$ cat src/rtl/rgbled_enc_pkg.sv
package rgbled_enc_pkg;

    localparam int unsigned CH_BITS   = 8;
    localparam int unsigned CH_NUM    = 3;
    localparam int unsigned WORD_BITS = CH_BITS * CH_NUM;

    typedef enum logic [1:0] {
        S_IDLE = 2'd0,
        S_LOAD = 2'd1,
        S_SEND = 2'd2,
        S_TAIL = 2'd3
    } enc_state_e;

    // nanoseconds to whole clock cycles, truncating
    function automatic int unsigned ns_to_cyc(input int unsigned ns, input int unsigned hz);
        longint unsigned prod;
        prod = longint'(ns) * longint'(hz);
        return 32'(prod / 64'd1000000000);
    endfunction

endpackage

$ cat src/rtl/rgbled_period_ctr.sv
module rgbled_period_ctr #(
    parameter int unsigned PER_CYC = 150,
    parameter int unsigned PER_W   = $clog2(PER_CYC + 1)
) (
    input  logic             clk,
    input  logic             rst_n,
    input  logic             run_i,
    input  logic             cmp_wr_i,
    input  logic [PER_W-1:0] cmp_nxt_i,
    output logic             wrap_o,
    output logic             pwm_o
);
    localparam logic [PER_W-1:0] LAST_CNT = PER_W'(PER_CYC - 1);

    logic [PER_W-1:0] cnt_q;
    logic [PER_W-1:0] cmp_q;

    always_ff @(posedge clk) begin
        if (!rst_n) begin
            cnt_q <= '0;
        end else if (!run_i || cnt_q == LAST_CNT) begin
            cnt_q <= '0;
        end else begin
            cnt_q <= cnt_q + PER_W'(1);
        end
    end

    // compare value is written only at a period boundary (or before the first one)
    always_ff @(posedge clk) begin
        if (!rst_n) begin
            cmp_q <= '0;
        end else if (cmp_wr_i) begin
            cmp_q <= cmp_nxt_i;
        end
    end

    assign wrap_o = run_i && (cnt_q == LAST_CNT);
    assign pwm_o  = run_i && (cnt_q < cmp_q);

endmodule

$ cat src/rtl/rgbled_word_shift.sv
module rgbled_word_shift #(
    parameter int unsigned W = 24
) (
    input  logic         clk,
    input  logic         rst_n,
    input  logic         ld_i,
    input  logic         sh_i,
    input  logic [W-1:0] din_i,
    output logic         nxt_bit_o,
    output logic         last_o
);
    localparam int unsigned IDX_W = $clog2(W);

    logic [W-1:0]     sh_q;
    logic [IDX_W-1:0] idx_q;

    always_ff @(posedge clk) begin
        if (!rst_n) begin
            sh_q  <= '0;
            idx_q <= '0;
        end else if (ld_i) begin
            sh_q  <= din_i;
            idx_q <= IDX_W'(W - 1);
        end else if (sh_i) begin
            sh_q  <= {sh_q[W-2:0], 1'b0};
            idx_q <= idx_q - IDX_W'(1);
        end
    end

    assign nxt_bit_o = sh_q[W-2];
    assign last_o    = (idx_q == '0);

endmodule

$ cat src/rtl/rgbled_encoder.sv
module rgbled_encoder
    import rgbled_enc_pkg::*;
#(
    parameter int unsigned CLK_HZ    = 125000000,
    parameter int unsigned MAX_LEDS  = 8,
    parameter int unsigned PERIOD_NS = 1200,
    parameter int unsigned ONE_NS    = 600,
    parameter int unsigned ZERO_NS   = 300,
    parameter int unsigned CNT_W     = $clog2(MAX_LEDS + 1)
) (
    input  logic                 clk,
    input  logic                 rst_n,
    input  logic                 start_i,
    input  logic [CNT_W-1:0]     led_count_i,
    input  logic                 pix_valid_i,
    input  logic [WORD_BITS-1:0] pix_data_i,
    output logic                 pix_ready_o,
    output logic                 busy_o,
    output logic                 done_o,
    output logic                 err_count_o,
    output logic                 err_underrun_o,
    output logic                 dout_o
);
    localparam int unsigned PER_CYC = ns_to_cyc(PERIOD_NS, CLK_HZ);
    localparam int unsigned HI1_CYC = ns_to_cyc(ONE_NS, CLK_HZ);
    localparam int unsigned HI0_CYC = ns_to_cyc(ZERO_NS, CLK_HZ);
    localparam int unsigned PER_W   = $clog2(PER_CYC + 1);

    localparam logic [PER_W-1:0] CMP_ONE  = PER_W'(HI1_CYC);
    localparam logic [PER_W-1:0] CMP_ZERO = PER_W'(HI0_CYC);
    localparam logic [PER_W-1:0] CMP_OFF  = '0;
    localparam logic [CNT_W-1:0] MAX_C    = CNT_W'(MAX_LEDS);
    localparam logic [CNT_W-1:0] ONE_C    = CNT_W'(1);

    enc_state_e       state_q, state_d;
    logic [CNT_W-1:0] left_q;

    logic             wrap, last_bit, nxt_bit, run;
    logic             req_ok, need_word, take, starve, shift_bit, go_tail;
    logic             cmp_wr;
    logic [PER_W-1:0] cmp_nxt;

    rgbled_period_ctr #(.PER_CYC(PER_CYC), .PER_W(PER_W)) u_ctr (
        .clk       (clk),
        .rst_n     (rst_n),
        .run_i     (run),
        .cmp_wr_i  (cmp_wr),
        .cmp_nxt_i (cmp_nxt),
        .wrap_o    (wrap),
        .pwm_o     (dout_o)
    );

    rgbled_word_shift #(.W(WORD_BITS)) u_shift (
        .clk       (clk),
        .rst_n     (rst_n),
        .ld_i      (take),
        .sh_i      (shift_bit),
        .din_i     (pix_data_i),
        .nxt_bit_o (nxt_bit),
        .last_o    (last_bit)
    );

    assign req_ok    = (led_count_i != '0) && (led_count_i <= MAX_C);
    assign run       = (state_q == S_SEND) || (state_q == S_TAIL);
    assign need_word = (state_q == S_LOAD) ||
                       ((state_q == S_SEND) && wrap && last_bit && (left_q > ONE_C));
    assign take      = need_word && pix_valid_i;
    assign starve    = need_word && !pix_valid_i;
    assign shift_bit = (state_q == S_SEND) && wrap && !last_bit;
    assign go_tail   = (state_q == S_SEND) && wrap && last_bit && (left_q <= ONE_C);

    // next-state logic
    always_comb begin
        state_d = state_q;
        unique case (state_q)
            S_IDLE: if (start_i && req_ok) state_d = S_LOAD;
            S_LOAD: state_d = pix_valid_i ? S_SEND : S_IDLE;
            S_SEND: begin
                if (go_tail)     state_d = S_TAIL;
                else if (starve) state_d = S_IDLE;
            end
            S_TAIL: if (wrap) state_d = S_IDLE;
        endcase
    end

    // compare preload selection
    always_comb begin
        cmp_wr  = take || shift_bit || go_tail;
        cmp_nxt = CMP_OFF;
        if (take)           cmp_nxt = pix_data_i[WORD_BITS-1] ? CMP_ONE : CMP_ZERO;
        else if (shift_bit) cmp_nxt = nxt_bit ? CMP_ONE : CMP_ZERO;
    end

    // state register
    always_ff @(posedge clk) begin
        if (!rst_n) begin
            state_q <= S_IDLE;
            left_q  <= '0;
        end else begin
            state_q <= state_d;
            if (state_q == S_IDLE && start_i && req_ok) left_q <= led_count_i;
            else if (take && state_q == S_SEND)         left_q <= left_q - ONE_C;
        end
    end

    // registered status pulses
    always_ff @(posedge clk) begin
        if (!rst_n) begin
            done_o         <= 1'b0;
            err_count_o    <= 1'b0;
            err_underrun_o <= 1'b0;
        end else begin
            done_o         <= (state_q == S_TAIL) && wrap;
            err_count_o    <= (state_q == S_IDLE) && start_i && !req_ok;
            err_underrun_o <= starve;
        end
    end

    assign pix_ready_o = need_word;
    assign busy_o      = (state_q != S_IDLE);

endmodule

$ cat config.mk
export PLATFORM = sky130hd
export DESIGN_NAME = rgbled_encoder
export DESIGN_NICKNAME = d
export VERILOG_FILES = /design/src/rtl/rgbled_enc_pkg.sv /design/src/rtl/rgbled_period_ctr.sv /design/src/rtl/rgbled_word_shift.sv /design/src/rtl/rgbled_encoder.sv
export SDC_FILE = /design/constraint.sdc
export NUM_CORES = 1
export LEC_CHECK = 0
export ABC_AREA = 1
export BUFFER_PORTS_ARGS = -buffer_cell sky130_fd_sc_hd__buf_2
export CORE_MARGIN = 5
export CORE_UTILIZATION = 30
export DETAILED_ROUTE_END_ITERATION = 8
export PLACE_DENSITY = 0.59
export SYNTH_ARGS = -nofsm -noshare
export SYNTH_HDL_FRONTEND = slang
export SYNTH_SLANG_ARGS = --single-unit
$ cat constraint.sdc
create_clock -name clk -period 4.4 [get_ports clk]
set_input_delay 0.66 -clock clk [delete_from_list [all_inputs] [get_ports clk]]
set_output_delay 0.66 -clock clk [all_outputs]
set_load 0.01 [all_outputs]
# After elaboration in Yosys (flattened, before gate mapping)
# Cells that the tools add are included.
# op_classes
addsub	3
multipliers	0
div	0
n_lt_le_gt_ge	4
eq_ne	7
n_shift	0
muxes	16
bitwise	1
reduce_logical	34
# ops
cell	n
$mux 23	2
$mux 7	4
$logic_and 1x1->1	16
$mux 2	5
$mux 5	2
$add 8x1->8 const B	1
$eq 8x8->1 const B	1
$lt 8x8->1	1
$mux 4	2
$pmux 2 s4	1
$reduce_bool 2->1	3
$logic_not 5->1	1
$logic_or 1x1->1	5
$sub 5x1->5 const B	1
$eq 2x2->1 const B	2
$gt 4x1->1 const B	1
$le 4x1->1 const B	1
$le 4x4->1 const B	1
$logic_not 1->1	4
$ne 2x2->1 const B	2
$reduce_bool 4->1	1
$reduce_or 2->1	2
$sub 4x1->4 const B	1
$ne 3x3->1 const B	1
4 further kinds	4
# word_totals
reg_bits	53
latch_bits	0
ram_bits	0
romBits	0
in_bits	32
out_inout_bits	6
word_cells	75
n_memories	0

# Depth between registers and ports, before layout
# Gate-level depths: netlist (run 1).
# depth
word_depth	11
mapped_depth	15
ltp_nobuf	13

# Hierarchy
# From an unflattened synthesis (run 1), not the netlist that was laid out.
# unflattened
cells_unflattened	428
area_unflattened_um2	2859.0
# modules_own_cells
module	n_inst	cells_per_inst	area_each_um2	seq_area_each_um2
rgbled_word_shift	1	207	1372.6	560.5
rgbled_period_ctr	1	114	823.3	320.3
rgbled_encoder	1	107	663.1	180.2

# Worst setup path after synthesis (run 1)
# No wires, ideal clock.
# synth_path
kind	register to output
start	register u_ctr.cmp_q[3]
end	output dout_o
arrival_time_ns	1.249
required_ns	3.740
slack_ns	2.491
path_stages_with_launch	8
n_path_buf	0
path_cell_list	dfxtp_1 -> inv_1 -> ha_1 -> a21oi_1 -> o21ai_0 -> o21ai_0 -> nand2_1 -> a21oi_1
# synth_via
elab_chain_len	2
# synth_rtl
item	line_no	rtl
from (decl)	rgbled_period_ctr.sv:16	logic [PER_W-1:0] cmp_q;
from (signal assigned)	rgbled_period_ctr.sv:33	cmp_q <= cmp_nxt_i;
$lt 8x8->1	rgbled_period_ctr.sv:38	assign pwm_o = run_i && (cnt_q < cmp_q);
$logic_and 1x1->1	rgbled_period_ctr.sv:38	
to (decl)	rgbled_encoder.sv:22	output logic dout_o
# Every way passes these cells.

# Worst setup path after layout (run 1)
# Same ends and word-level chain as after synthesis.

==> flow_metrics.env, run 1 <==
export IMPL_status="complete, no violations"
export IMPL_synth_top_area_cell="dfxtp_1"
export IMPL_clk_latency_ns=0.30
export IMPL_grt_pass1_vias=2219
export IMPL_cts_sinks=48
export IMPL_vias_per_cell=4.37
export IMPL_hold_buffers=0
export IMPL_num_vias=2309
export IMPL_area_growth_pct=12.9
export IMPL_end_kind="output pin"
export IMPL_drt_first_pass_iters=4
export IMPL_yosysUniqueCellTypes=30
export IMPL_coreArea_um2=8590
export IMPL_num_antenna_cells=0
export IMPL_gr_total_overflow=0
export IMPL_clk_pin_slew_worst_paths_ns=0.09
export IMPL_nets=462
export IMPL_rr_worst_depth=12
export IMPL_whs_ns=0.473
export IMPL_fmax_ghz=0.416
export IMPL_dp_final_hpwl_um=3770
export IMPL_min_period_ns=2.41
export IMPL_netlist_area_um2=2610
export IMPL_finalSetupViolCount=0
export IMPL_leakage_nw=1.41
export IMPL_drive_gt1_share_pct=14.8
export IMPL_die_x_um=103
export IMPL_ant_nets=0
export IMPL_r2r_slack_ns=2.01
export IMPL_fin_ws_ns=1.99
export IMPL_cts_buffers=5
export IMPL_crit_type="flop to output pin"
export IMPL_r2r_end="u_shift.sh_q[5]"
export IMPL_grt_max_degree=52
export IMPL_initial_core_util_pct=30.4
export IMPL_crit_fanout=4
export IMPL_hold_path_end="u_shift.idx_q[0]"
export IMPL_dpl_cell_area_um2=2830
export IMPL_post_route_drc_count=0
export IMPL_min_from="u_shift.idx_q[0]"
export IMPL_post_cts_buffers=0
export IMPL_clockBufferDepth=2
export IMPL_initialDrtViolationCount=76
export IMPL_min_path_type="flop to flop"
export IMPL_syn_nets=434
export IMPL_tritoncts="done"
export IMPL_die_h_um=103
export IMPL_slew_viol_final=0
export IMPL_regToRegStartpoint="u_ctr.cnt_q[0]"
export IMPL_io_pins=38
export IMPL_hold_viol=0
export IMPL_fin_util_pct=34.3
export IMPL_syn_avg_cell_area_um2=6.68
export IMPL_crit_required_ns=3.74
export IMPL_rsz0062_at_grt="no"
export IMPL_yosysSeqAreaShare_pct=36.8
export IMPL_irDropWorstVdd_v=0.000161
export IMPL_dieArea_um2=10700
export IMPL_startpoint="u_ctr.cmp_q[3]"
export IMPL_tns_ns=0
export IMPL_grt_pass1_wl_um=9430
export IMPL_grt_usage_pct=10.8
export IMPL_gp_congestion=0.799
export IMPL_pre_cts_ws_ns=2.01
export IMPL_synthCells=391
export IMPL_hold_depth=2
export IMPL_design_area_um2=2950
export IMPL_cts_htree_levels=2
export IMPL_fin_crit_sh_pct=54.7
export IMPL_max_cap_violations=0
export IMPL_max_slew_margin_pct=41.0
export IMPL_wl_per_cell_um=10.2
export IMPL_p_per_area_nw_per_um2=462
export IMPL_post_cts_resized=0
export IMPL_drt_total_wl_um=5410
export IMPL_clock_skew_final_ns=0.00833
export IMPL_yosysWarnings=0
export IMPL_worst_slew_pin_slew_ns=0.882
export IMPL_ys_seq_elements=48
export IMPL_synth_top_area_share_pct=36.8
export IMPL_io_buffer_count=37
export IMPL_antenna_found_initial=0
export IMPL_crit_arrival_ns=1.75
export IMPL_row_count=34
export IMPL_root_buffer="clkbuf_8"
export IMPL_start_kind="flop"
export IMPL_ys_top_cells_by_area="dfxtp_1 37%, nand2_1 15%, nor2_1 10%"
==> stage by stage <==
stage	std cells	total power, mW
3_3_place_gp	520	1.03
5_1_grt	528	1.48
3_5_place_dp	520	1.04
6_report	528	1.36
2_1_floorplan	391	0.937
4_1_cts	528	1.38
==> cell usage in the layout (no fill, tap or decap), types with 6 or more instances in the layout <==
cell type,instances
a21oi_1,15
buf_2,37
clkbuf_8,6
dfxtp_1,48
ha_1,11
inv_1,38
nand2_1,106
nand3_1,34
nor2_1,70
o21ai_0,12
==> layout make-up <==
class,instances,area (µm²)
repair buffers,37,185
flip-flops and latches,48,961
fillers,942,5650
well taps,108,135
clock buffers,6,82.6
clock inverters,2,38.8
inverters,42,158
multi-input cells,285,1390
==> Yosys cell counts, drive strengths merged <==
library cell  number
clkinv             1
o21bai             1
clkbuf             4
nand2            110
nand4              5
nor3               5
a31oi              2
nor4               1
dfxtp             48
nand3             37
xor2               5
ha                11
a21oi             16
o21ai             18
buf               12
inv               41
nor2              74
==> how the worst max path moves through the flow <==
stage / cells past startpoint / slack (ns) / endpoint
floorplan: 7 / 2.49 / dout_o
global placement: 12 / 2.00 / u_shift.sh_q[2]
detailed placement: 12 / 2.01 / u_shift.sh_q[2]
CTS: 8 / 1.97 / dout_o
global route: 12 / 1.77 / u_shift.sh_q[10]
finish: 8 / 1.99 / dout_o
==> cells by family (layout without fill, tap and decap cells) <==
| kind of cell | Yosys count | in the layout | synth area share (%) |
|---|---|---|---|
| XOR/XNOR | 5 | 5 | 1.68 |
| adder cells (fa/ha/maj) | 11 | 11 | 5.27 |
| AND/OR/NAND/NOR | 232 | 232 | 38.6 |
| buffers and inverters | 58 | 87 | 10.0 |
| flip-flops | 48 | 48 | 36.8 |
| AO/OA/AOI/OAI | 37 | 37 | 7.57 |
==> critical path: stages, from the launching register on <==
cell and delay [ns]:
dfxtp_1 0.32, inv_1 0.09, ha_1 0.30, a21oi_1 0.15, o21ai_0 0.09, o21ai_0 0.15, nand2_1 0.07, a21oi_1 0.13
buf_2 0.15
==> power breakdown <==
part	internal (mW)	leakage (nW)	total, mW	switching [mW]
logic	0.173	0.956	0.460	0.288
clock network	0.186	0.0614	0.337	0.151
registers	0.516	0.390	0.563	0.0475
==> sequential cells by signal, summed over array words and instances, names as in the netlist <==
signal,flops
err_count_o,1
u_shift.sh_q,23
state_q,2
u_shift.idx_q,5
u_ctr.cmp_q,3
left_q,4
u_ctr.cnt_q,8
err_underrun_o,1
done_o,1
==> per-layer routing <==
layer | GRT usage, % | vias up | part of all wire (%)
met5 | 0 | - | 0
met4 | 2.39 | 0 | 0.70
met3 | 2.75 | 5 | 5.5
met2 | 18.1 | 44 | 42
met1 | 14.0 | 979 | 51
li1 | - | 1281 | -
(Power assumes the default switching activity.)
==> inputs of run 2 (changes only) <==
Settings changed: ABC_AREA 1 to 0, PLACE_DENSITY 0.59 to 0.6.
Clock period 4.4 ns to 2.5 ns, I/O delays scaled along.
==> run 2 against run 1 <==
  * Flip-flop and latch count is the same
  * Area after synthesis shrank 9.8%
  * Synthesized cell count shrank 38%
  * Sequential share of layout area grew 2.6 points
  * Register-to-register slack lost 1.6 ns
  * Combinational power shrank 67%
==> flow_metrics.env, run 2 <==
export IMPL_post_cts_resized=0
export IMPL_p_per_area_nw_per_um2=567
export IMPL_ys_top_cells_by_area="dfxtp_1 41%, mux2i_1 9.8%, o2bb2ai_1 8.2%"
export IMPL_n_fill_cell=813
export IMPL_instances_no_fill=382
export IMPL_regMostFlops="u_shift.sh_q"
export IMPL_design_area_um2=2730
export IMPL_slew_viol_final=0
export IMPL_clock_skew_final_ns=0.00559
export IMPL_tns_ns=0
export IMPL_irDropWorstVdd_v=0.000358
export IMPL_worst_slew_pin_slew_ns=0.429
export IMPL_synth_most_common_cell="dfxtp_1"
export IMPL_yosys_top_cells_count="48 x dfxtp_1, 23 x mux2i_1, 22 x o2bb2ai_1"
export IMPL_synth_edf_count=0
export IMPL_grt_pass1_wl_um=8470
export IMPL_cts_sinks=48
export IMPL_fin_util_pct=35.5
export IMPL_post_route_drc_count=0
export IMPL_dieArea_um2=9720
export IMPL_clockBufferDepth=2
export IMPL_netlist_area_um2=2350
export IMPL_end_kind="output pin"
export IMPL_grt_max_degree=28
export IMPL_max_slew_margin_pct=71.3
export IMPL_dp_cells=374
export IMPL_synth_top_area_share_pct=40.8
export IMPL_dpl_cell_area_um2=2610
export IMPL_syn_nets=286
export IMPL_row_count=32
export IMPL_die_x_um=98.6
export IMPL_max_cap_violations=0
export IMPL_crit_arrival_ns=1.95
export IMPL_die_h_um=98.6
export IMPL_coreArea_um2=7690
export IMPL_nets=322
export IMPL_io_buffer_count=37
export IMPL_wl_per_cell_um=12.7
export IMPL_clk_latency_ns=0.30
export IMPL_hold_buffers=0
export IMPL_cts_htree_levels=2
export IMPL_synth_flop_cell="dfxtp_1"
export IMPL_root_buffer="clkbuf_8"
export IMPL_min_path_type="primary input to flop"
export IMPL_hold_depth=2
export IMPL_cts_buffers=5
export IMPL_synthCells=243
export IMPL_grt_pass1_vias=1857
export IMPL_post_cts_buffers=0
export IMPL_status="complete, no violations"
export IMPL_finalSetupViolCount=0
export IMPL_crit_fanout=4
export IMPL_yosysUniqueCellTypes=42
export IMPL_yosysWarnings=0
export IMPL_vias_per_cell=4.90
export IMPL_grt_usage_pct=10.4
export IMPL_hold_viol=0
export IMPL_total_power_mw=1.55
export IMPL_gp_congestion=0.798
export IMPL_area_growth_pct=16.0
export IMPL_fmax_ghz=0.429
export IMPL_crit_required_ns=2.12
export IMPL_fin_crit_sh_pct=93.1
export IMPL_tritoncts="done"
export IMPL_gr_total_overflow=0
export IMPL_synthArstFlopShare_pct=0
export IMPL_largest_register_ffs=23
export IMPL_drt_first_pass_iters=4
export IMPL_initial_core_util_pct=30.6
export IMPL_initialDrtViolationCount=134
export IMPL_io_pins=38
export IMPL_layout_common_cells="48 x dfxtp_1, 37 x buf_2, 23 x mux2i_1, 22 x o2bb2ai_1, 17 x nor2_1"
export IMPL_leakage_nw=1.19
export IMPL_ant_nets=0
export IMPL_rr_worst_depth=6
export IMPL_antenna_found_initial=1
export IMPL_final_common_cell="dfxtp_1"
export IMPL_clk_pin_slew_worst_paths_ns=0.09
export IMPL_num_vias=1870
export IMPL_num_antenna_cells=0
export IMPL_reg_top3="u_shift.sh_q x23, u_ctr.cnt_q x8, u_shift.idx_q x5"
export IMPL_rsz0062_at_grt="no"
export IMPL_min_period_ns=2.33
export IMPL_ys_seq_elements=48
export IMPL_drt_total_wl_um=4840
export IMPL_drive_gt1_share_pct=20.0
export IMPL_syn_avg_cell_area_um2=9.69
export IMPL_crit_type="flop to output pin"
export IMPL_start_kind="flop"
export IMPL_synth_top_area_cell="dfxtp_1"
export IMPL_dp_final_hpwl_um=3530
export IMPL_yosysSeqAreaShare_pct=40.8
run 2: changes by cell type after synthesis, moves of 5 or more:
cell       previous run  this run
nand3_1              34        13
a21oi_1              15         7
o2bb2ai_1             0        22
nand2_1             106        12
mux2i_1               0        23
xnor2_1               0         6
o21ai_1               5         0
o21ai_0              12         6
nor2_1               70        17
inv_1                38        10
run 2: path summary, 6_finish.rpt:
path / startpoint / endpoint / slack (ns)
min: pix_data_i[16] / u_shift.sh_q[16] / 0.27
max reg2reg: u_shift.idx_q[0] / u_shift.sh_q[12] / 0.41
min reg2reg: u_ctr.cmp_q[5] / u_ctr.cmp_q[5] / 0.48
max: u_ctr.cmp_q[3] / dout_o / 0.17
run 2: layout make-up:
| class | instances | area (µm²) | share of cell area [%] |
|---|---|---|---|
| Multi-Input combinational cell | 172 | 1270 | 46.3 |
| Sequential cell | 48 | 961 | 35.2 |
| Timing Repair Buffer | 41 | 215 | 7.88 |
| Tap cell | 102 | 128 | 4.67 |
| Clock buffer | 6 | 82.6 | 3.02 |
| Inverter | 11 | 41.3 | 1.51 |
| Clock inverter | 2 | 38.8 | 1.42 |
run 2: report_power, final:
group / leakage [nW] / internal [mW] / switching, mW / total (mW)
registers: 0.389 / 0.785 / 0.0166 / 0.801
logic: 0.742 / 0.0697 / 0.0839 / 0.154
clock network: 0.0614 / 0.327 / 0.268 / 0.595
total: 1.19 / 1.18 / 0.369 / 1.55
run 2: per-stage QoR:
step                setup slack [ns]  hold WS, ns
floorplan                      0.654        0.444
global placement               0.461        0.472
detailed placement             0.422        0.469
CTS                            0.125        0.262
global route                 0.00797        0.260
finish                         0.172        0.267
run 2: logic make-up after synthesis:
logic type      count (synthesis)  share of synthesized area [%]
simple gates                   72                           16.6
xor+xnor                       13                           4.84
fa+ha+maj                      11                           5.84
buf+inv                        23                           5.42
compound gates                 53                           16.7
mux                            23                           9.78
flops                          48                           40.8
run 2: critical path, stage by stage (launching register included):
cell and delay, ns:
dfxtp_1 0.31, inv_1 0.08, ha_1 0.30, a21o_1 0.16, a21o_1 0.17, a211o_1 0.28
a31oi_1 0.20, buf_2 0.16
run 2: layer usage:
| metal | track usage, % | vias to the layer above | wire [µm] |
|---|---|---|---|
| li1 | - | 959 | - |
| met1 | 13.5 | 852 | 2360 |
| met2 | 16.7 | 49 | 2100 |
| met3 | 3.26 | 8 | 313 |
| met4 | 2.84 | 2 | 56 |
| met5 | 0 | - | 7 |
==> inputs of run 3 (changes only) <==
Settings changed: ABC_AREA 0 to 1, HOLD_SLACK_MARGIN from default to 0.02, PLACE_DENSITY 0.6 to 0.59.
==> run 3 against run 2 <==
  * Non-clock buffer count stayed put
  * Die area rose by 9.7%
  * Sequential power increased by 24%
  * Fmax is 9.4% higher
  * Clock-buffer cell count unchanged
  * Critical endpoint unchanged
  * Largest cell class unchanged
==> flow_metrics.env, run 3 (synthesis results as in run 1) <==
export IMPL_tns_ns=0
export IMPL_worst_slew_pin_slew_ns=0.542
export IMPL_largest_register_ffs=23
export IMPL_clock_skew_final_ns=0.00451
export IMPL_rsz0062_at_grt="no"
export IMPL_dp_cells=524
export IMPL_gr_total_overflow=0
export IMPL_initialDrtViolationCount=89
export IMPL_io_buffer_count=37
export IMPL_instances_no_fill=532
export IMPL_post_cts_resized=0
export IMPL_num_antenna_cells=0
export IMPL_dpl_cell_area_um2=2870
export IMPL_p_sw_share_pct=37.4
export IMPL_antenna_found_initial=0
export IMPL_drt_total_wl_um=5510
export IMPL_clock_power_share_pct=21.7
export IMPL_cpPeakStageDelay_ns=0.32
export IMPL_dp_final_hpwl_um=4000
export IMPL_num_vias=2391
export IMPL_die_h_um=103
export IMPL_critPathSlowestCell="dfxtp_1"
export IMPL_max_cap_violations=0
export IMPL_hold_buffers=0
export IMPL_drive_gt1_share_pct=15.6
export IMPL_row_count=34
export IMPL_design_area_um2=2970
export IMPL_clockBufferDepth=2
export IMPL_tritoncts="done"
export IMPL_reg_top3="u_shift.sh_q x23, u_ctr.cnt_q x8, u_shift.idx_q x5"
export IMPL_ant_nets=0
export IMPL_cts_htree_levels=2
export IMPL_io_pins=38
export IMPL_irDropWorstVdd_v=0.000354
export IMPL_hold_viol=0
export IMPL_nets=466
export IMPL_wl_per_cell_um=10.3
export IMPL_p_sw_uw=868
export IMPL_coreArea_um2=8590
export IMPL_grt_pass1_vias=2262
export IMPL_n_fill_cell=962
export IMPL_final_common_cell="nand2_1"
export IMPL_min_period_ns=2.13
export IMPL_post_route_drc_count=0
export IMPL_layout_common_cells="106 x nand2_1, 70 x nor2_1, 48 x dfxtp_1, 38 x inv_1, 37 x buf_2"
export IMPL_crit_type="flop to output pin"
export IMPL_start_kind="flop"
export IMPL_leakage_nw=1.41
export IMPL_end_kind="output pin"
export IMPL_cts_buffers=5
export IMPL_finalSetupViolCount=0
export IMPL_power_frac_seq_pct=42.8
export IMPL_slew_viol_final=0
export IMPL_clk_pin_slew_worst_paths_ns=0.09
export IMPL_min_path_type="primary input to flop"
export IMPL_die_x_um=103
export IMPL_crit_fanout=4
export IMPL_min_from="pix_data_i[12]"
export IMPL_post_cts_buffers=0
export IMPL_crit_required_ns=2.12
export IMPL_dieArea_um2=10700
export IMPL_drt_first_pass_iters=4
export IMPL_crit_arrival_ns=1.75
export IMPL_crit_chain="inv_1 -> ha_1 -> a21oi_1 -> o21ai_0 -> o21ai_0 -> nand2_1 -> a21oi_1 -> buf_2"
export IMPL_area_growth_pct=13.7
export IMPL_startpoint="u_ctr.cmp_q[3]"
export IMPL_grt_pass1_wl_um=9740
export IMPL_grt_max_degree=30
export IMPL_internal_power_mw=1.45
export IMPL_clk_latency_ns=0.30
export IMPL_regMostFlops="u_shift.sh_q"
export IMPL_comb_power_share_pct=35.5
export IMPL_fmax_ghz=0.470
export IMPL_status="complete, no violations"
export IMPL_cts_sinks=48
export IMPL_fin_crit_sh_pct=85.1
export IMPL_root_buffer="clkbuf_8"
export IMPL_regToRegStartpoint="left_q[0]"
export IMPL_gp_congestion=0.851
export IMPL_max_slew_margin_pct=63.8
export IMPL_initial_core_util_pct=30.4
export IMPL_vias_per_cell=4.49
export IMPL_grt_usage_pct=11.3
export IMPL_p_per_area_nw_per_um2=782
## run 3: path summary, 6_finish.rpt
check | to | slack (ns) | cells after the start
worst min register to register | u_shift.idx_q[0] | 0.48 | 2
worst max register to register | u_ctr.cmp_q[3] | 0.49 | 11
worst max-delay path | dout_o | 0.37 | 8
worst min-delay path | u_shift.sh_q[12] | 0.29 | 3
## run 3: metrics by stage
step | total power, mW | setup slack, ns | util [%] | hold WS (ns)
5_1_grt | 2.54 | 0.235 | 34.5 | 0.279
3_5_place_dp | 1.84 | 0.523 | 33.4 | 0.457
2_1_floorplan | 1.65 | 0.851 | - | 0.443
4_1_cts | 2.35 | 0.329 | 34.5 | 0.279
6_report | 2.32 | 0.372 | 34.5 | 0.287
3_3_place_gp | 1.83 | 0.578 | 33.4 | 0.453
## run 3: layer usage
layer  share of wire, %  up-vias  GRT usage, %  wire (µm)
met5                  0        -             0          0
li1                   -     1287             -          -
met3                6.5        7          2.82        356
met4                1.3        0          3.29         69
met1                 50     1045          14.6       2740
met2                 42       52          18.8       2340
## run 3: cell type report
class | count | area (µm²) | area share (%)
multi-input combinational | 285 | 1390 | 46.8
sequential | 48 | 961 | 32.4
timing repair buffer | 41 | 228 | 7.68
inverter | 42 | 158 | 5.31
tap | 108 | 135 | 4.56
clock buffer | 6 | 82.6 | 2.78
clock inverter | 2 | 15.0 | 0.506
## run 3: worst max-delay path: cells and delay by family (launching register included)
| family | cells | cell delay [ns] |
|---|---|---|
| AND/OR/NAND/NOR | 1 | 0.08 |
| AO/OA/AOI/OAI | 4 | 0.50 |
| adder cells (fa/ha/maj) | 1 | 0.32 |
| buffers and inverters | 2 | 0.23 |
| flip-flops | 1 | 0.32 |
## run 3: power by group through the flow
stage                     combinational (mW)  clock [mW]  sequential [mW]
after floorplan                        0.655           0            0.994
after global placement                 0.818           0             1.01
after detailed placement               0.829           0             1.01
after CTS                              0.835       0.523            0.994
after global routing                   0.972       0.557             1.02
final                                  0.824       0.503            0.993
